==> config.mk <==
export PLATFORM = sky130hd
export DESIGN_NAME = serial_char_tx
export DESIGN_NICKNAME = d
export VERILOG_FILES = /design/src/rtl/uftx_pkg.sv /design/src/rtl/uftx_baud_tick.sv /design/src/rtl/uftx_bit_count.sv /design/src/rtl/uftx_frame_reg.sv /design/src/rtl/serial_char_tx.sv
export SDC_FILE = /design/constraint.sdc
export NUM_CORES = 1
export LEC_CHECK = 0
export BUFFER_PORTS_ARGS = -buffer_cell sky130_fd_sc_hd__buf_2
export CORE_AREA = 2 2 61 63
export DETAILED_ROUTE_END_ITERATION = 10
export DIE_AREA = 0 0 63 65
export PLACE_DENSITY = 0.79
export SYNTH_ARGS = -nofsm -noshare
export SYNTH_HDL_FRONTEND = slang
export SYNTH_HIERARCHICAL = 1
export SYNTH_SLANG_ARGS = --single-unit
==> constraint.sdc <==
create_clock -name clk -period 2.3 [get_ports clk]
set_clock_uncertainty 0.05 [all_clocks]
set_input_delay 0.23 -clock clk [delete_from_list [all_inputs] [get_ports clk]]
set_output_delay 0.23 -clock clk [all_outputs]
set_load 0.01 [all_outputs]
==> src/rtl/uftx_pkg.sv <==
package uftx_pkg;
  typedef enum logic [2:0] {
    ST_IDLE,
    ST_LOAD,
    ST_COUNT,
    ST_SHIFT,
    ST_WAIT
  } tx_state_e;
endpackage

==> src/rtl/uftx_baud_tick.sv <==
module uftx_baud_tick #(
  parameter int unsigned DIV = 8
) (
  input  logic clk,
  input  logic rst_n,
  input  logic restart,
  output logic tick
);
  localparam int unsigned CW = (DIV > 1) ? $clog2(DIV) : 1;

  logic [CW-1:0] cnt_q;

  assign tick = (cnt_q == CW'(DIV - 1));

  // Restart value 1 makes the first bit after a restart last DIV cycles,
  // counting the shift cycle that follows the tick.
  always_ff @(posedge clk) begin
    if (!rst_n)       cnt_q <= '0;
    else if (restart) cnt_q <= CW'(1);
    else if (tick)    cnt_q <= '0;
    else              cnt_q <= cnt_q + 1'b1;
  end

  p_tick_single_r8: assert property (@(posedge clk) disable iff (!rst_n)
    tick |=> !tick);
endmodule

==> src/rtl/uftx_bit_count.sv <==
module uftx_bit_count #(
  parameter int unsigned SLOTS = 10
) (
  input  logic clk,
  input  logic rst_n,
  input  logic clr,
  input  logic inc,
  output logic term
);
  localparam int unsigned CW = $clog2(SLOTS);
  localparam logic [CW-1:0] LAST = CW'(SLOTS - 1);

  logic [CW-1:0] cnt_q;

  assign term = inc && (cnt_q == LAST);

  always_ff @(posedge clk) begin
    if (!rst_n || clr) cnt_q <= '0;
    else if (inc)      cnt_q <= term ? '0 : cnt_q + 1'b1;
  end

  p_wrap_after_term_r9: assert property (@(posedge clk) disable iff (!rst_n)
    (term && !clr) |=> (cnt_q == '0));

  p_step_by_one_r9: assert property (@(posedge clk) disable iff (!rst_n)
    (inc && !clr && cnt_q != LAST) |=> (cnt_q == $past(cnt_q) + 1'b1));
endmodule

==> src/rtl/uftx_frame_reg.sv <==
module uftx_frame_reg #(
  parameter int unsigned W = 9
) (
  input  logic         clk,
  input  logic         rst_n,
  input  logic         load,
  input  logic         shift,
  input  logic [W-1:0] pload,
  output logic         sout
);
  logic [W-1:0] q;

  always_ff @(posedge clk) begin
    if (!rst_n)     q <= '1;
    else if (load)  q <= pload;
    else if (shift) q <= {1'b1, q[W-1:1]};
  end

  assign sout = q[0];

  p_fill_ones_r2: assert property (@(posedge clk) disable iff (!rst_n)
    (shift && !load) |=> q[W-1]);
endmodule

==> src/rtl/serial_char_tx.sv <==
module serial_char_tx #(
  parameter int unsigned CLK_HZ = 125_000_000,
  parameter int unsigned BAUD   = 300,
  parameter int unsigned DATA_W = 7
) (
  input  logic              clk,
  input  logic              rst_n,
  input  logic              req,
  input  logic              odd_parity,
  input  logic [DATA_W-1:0] char_data,
  output logic              ser_out,
  output logic              busy
);
  import uftx_pkg::*;

  localparam int unsigned DIV     = CLK_HZ / BAUD;
  localparam int unsigned FRAME_W = DATA_W + 2;
  localparam int unsigned SLOTS   = DATA_W + 3;

  tx_state_e st_q, st_d;
  logic tick, term, par_bit;
  logic do_load, do_shift;

  assign par_bit  = (^char_data) ^ odd_parity;
  assign do_load  = (st_q == ST_LOAD);
  assign do_shift = (st_q == ST_SHIFT);

  uftx_baud_tick #(.DIV(DIV)) u_tick (
    .clk(clk), .rst_n(rst_n), .restart(do_load), .tick(tick)
  );

  uftx_bit_count #(.SLOTS(SLOTS)) u_slots (
    .clk(clk), .rst_n(rst_n), .clr(do_load), .inc(do_shift), .term(term)
  );

  uftx_frame_reg #(.W(FRAME_W)) u_frame (
    .clk(clk), .rst_n(rst_n), .load(do_load), .shift(do_shift),
    .pload({par_bit, char_data, 1'b0}), .sout(ser_out)
  );

  always_comb begin
    st_d = st_q;
    unique case (st_q)
      ST_IDLE:  if (req)  st_d = ST_LOAD;
      ST_LOAD:            st_d = ST_COUNT;
      ST_COUNT: if (tick) st_d = ST_SHIFT;
      ST_SHIFT:           st_d = term ? ST_WAIT : ST_COUNT;
      ST_WAIT:  if (!req) st_d = ST_IDLE;
      default:            st_d = ST_IDLE;
    endcase
  end

  // busy is registered from the next state so it never glitches
  always_ff @(posedge clk) begin
    if (!rst_n) begin
      st_q <= ST_IDLE;
      busy <= 1'b0;
    end else begin
      st_q <= st_d;
      busy <= (st_d == ST_LOAD) || (st_d == ST_COUNT) || (st_d == ST_SHIFT);
    end
  end

  p_start_after_load_r4: assert property (@(posedge clk) disable iff (!rst_n)
    (st_q == ST_LOAD) |=> !ser_out);

  p_busy_on_accept_r4: assert property (@(posedge clk) disable iff (!rst_n)
    (st_q == ST_IDLE && req) |=> busy);

  p_quiet_wait_r6: assert property (@(posedge clk) disable iff (!rst_n)
    (st_q == ST_WAIT) |-> (ser_out && !busy));

  p_hold_wait_r6: assert property (@(posedge clk) disable iff (!rst_n)
    (st_q == ST_WAIT && req) |=> (st_q == ST_WAIT));
endmodule

==> impl_results.md <==
- Peak Freq: 514 MHz
- DP Area: 0.00193 sq mm
- Tightest Hold Check Type: in2reg
- Yosys reg bits: 36
- Syn Area/Cell: 9.67 sq um
- Initial DRT Pass Iterations: 4
- Initial Util: 52.3%
- Yosys warns: 6
- Global placer's final weighted congestion: 0.760
- Total CTS buffers: 5
- Worst-path cell chain: ha_1 > nand3_4 > or4_4 > or3_1 > a21oi_1
- Final nets: 221
- Largest net degree at the start of global routing: 19
- Die height: 65 um
- Die width: 63 um
- I/O pins: 13
- CTS Buffer Depth: 2
- Pre-CTS setup slack: 0.386 ns
- R2r worst-path depth: 5
- Initial antenna violation count: 0
- Via Count: 1374
- Arr. time, crit path: 2.17 ns
- Setup TNS: 0 ns
- Crit-path slowest cell: or4_4
- DR DRC count: 0
- Design Area, Final: 0.00201 sq mm
- Layout cell share with drive strength beyond 1: 21.3%
- Port Buffers: 12
- # rows: 22
- Antenna Violating Nets Remaining: 0
- Pins Over Slew Limit: 0
- Synthesized area: 0.00183 sq mm
- CTS Hold Buffers Added: 0
- Worst vdd ir: 0.000402 V
- Fin crit period: 1.95 ns
- Ys async rst share: 0%
- Post-synthesis cell type count: 39
- Final Power: 1.20 mW
- Hold path cells: 3
- Syn Inst Count: 189
- Seq/Total Area, Yosys: 39.5%
- Worst setup SP type: register
- Vias in the first global route: 1302
- Total GRT Usage: 17.5%
- Fin worst setup slack: 0.353 ns
- Crit end category: register
- Endpoints failing setup: 0
- Clock tree root driver cell: clkbuf_4
- Final Hold Fails: 0
- Worst Path Required: 2.53 ns
- Setup bufs post-CTS: 0
- Min Hold Slack: 0.0977 ns
- EDFF count, synth: 0
- Main synth FF type: dfxtp_1
- Drt initial violations: 71
- Synth-to-layout area growth: 10.0%
- Status: completed
- Hpwl dp: 2140 um
- RSZ-0062 raised after global routing: false
- Core area: 0.00350 sq mm
- P_leak: 0.719 nW
- WL/cell: 12.5 um
- Critical Path Fanout Max: 7
- Vias per cell: 5.39
- H-tree depth: 2
- DIE AREA: 0.00410 sq mm
- WL final: 3190 um
- Final period util: 84.7%
- Worst-path clk slew: 0.10 ns
- Setup Crit Path Kind: reg2reg
- PD cells: 598 mW/mm^2
- GRT overflow: 0
- Diodes inserted: 0
- Global-route wire length before repair: 5620 um
- Finished Layout Cells: 255
- Placed Cells: 247
- Clk sink count: 36
- Final Util: 57.5%
- Max cap viols: 0
- Worst-Skew Late Latency: 0.34 ns
- CTS tree: done
- Mapped Nets: 204
- Fillers: 330
- Cts repair resizes: 0
- CP peak stage delay: 0.57 ns
## critical path: cells and delay by family (launching register included)
kind,cells,cell delay (ns)
simple gates,3,1.01
flops,1,0.42
fa+ha+maj,1,0.26
compound gates,1,0.14
## cell families after synthesis
group	Yosys count	share of synthesized area, %
buffers and inverters	12	3.42
AND/OR/NAND/NOR	84	29.0
adder cells (fa/ha/maj)	4	2.74
multiplexers	9	4.93
flip-flops	36	39.5
XOR/XNOR	24	11.5
other	1	0.205
AO/OA/AOI/OAI	19	8.77
## worst paths after layout
kind | startpoint | to | slack, ns
worst max-delay path | u_tick/cnt_q[0]$_SDFF_PN0_ | u_tick/cnt_q[18]$_SDFF_PP0_ | 0.35
worst min-delay path | req | busy$_SDFF_PN0_ | 0.1
worst max register to register | u_tick/cnt_q[0]$_SDFF_PN0_ | u_tick/cnt_q[18]$_SDFF_PP0_ | 0.35
worst min register to register | u_tick/cnt_q[18]$_SDFF_PP0_ | u_tick/cnt_q[18]$_SDFF_PP0_ | 0.45
## state kept, by name, summed over array words and instances (netlist names)
| signal | flops |
|---|---|
| u_tick/cnt_q | 19 |
| st_q | 3 |
| busy | 1 |
| u_frame/q | 9 |
| u_slots/cnt_q | 4 |
## synth_stat cells, types with 3 or more instances
cell | instances | area share [%]
dfxtp_1 | 36 | 39
nor2_1 | 24 | 4.9
xnor2_1 | 18 | 8.6
mux2i_1 | 9 | 4.9
a21oi_2 | 7 | 3.4
and3b_2 | 7 | 3.8
inv_1 | 7 | 1.4
nand2_1 | 7 | 1.4
nand4_1 | 7 | 2.4
nor3_1 | 7 | 1.9
xor2_1 | 6 | 2.9
nand3_1 | 5 | 1.4
nor4_1 | 5 | 1.7
a21oi_1 | 4 | 1.1
ha_1 | 4 | 2.7
nand2b_1 | 4 | 1.4
nand3b_1 | 3 | 1.2
nand4b_1 | 3 | 1.4
o21ai_0 | 3 | 0.82
## metal layers
| metal | vias up | track usage [%] | part of all wire, % |
|---|---|---|---|
| met5 | - | 0 | 0 |
| met4 | 0 | 5.83 | 1.5 |
| met3 | 5 | 5.21 | 3.7 |
| met2 | 28 | 30.6 | 49 |
| met1 | 646 | 20.3 | 45 |
| li1 | 695 | - | - |
## where the power goes
| group | total, mW | switching (mW) | internal [mW] |
|---|---|---|---|
| combinational | 0.114 | 0.0588 | 0.0550 |
| sequential | 0.656 | 0.0154 | 0.641 |
| clock | 0.432 | 0.204 | 0.228 |
## cell usage in the layout, fill, tap and decap left out, types with 2 or more instances in the layout
master    count
dfxtp_1      36
nor2_1       24
xnor2_1      18
buf_2        12
mux2i_1       9
nor3_1        7
and3b_2       7
a21oi_2       7
nand2_1       7
inv_1         7
nand4_1       7
xor2_1        6
nand3_1       5
clkbuf_4      5
nor4_1        5
nand2b_1      4
a21oi_1       4
ha_1          4
nand3b_1      3
nand4b_1      3
buf_4         3
o21ai_0       3
or3_1         2
## layout make-up
type / count / area [sq um] / area share (%)
clock buffer: 6 / 41.3 / 2.05
tap: 48 / 60.1 / 2.99
clock inverter: 2 / 35.0 / 1.74
timing repair buffer: 15 / 82.6 / 4.11
inverter: 7 / 26.3 / 1.31
sequential: 36 / 721 / 35.9
multi-input combinational: 141 / 1040 / 51.9
(Power assumes the default switching activity.)
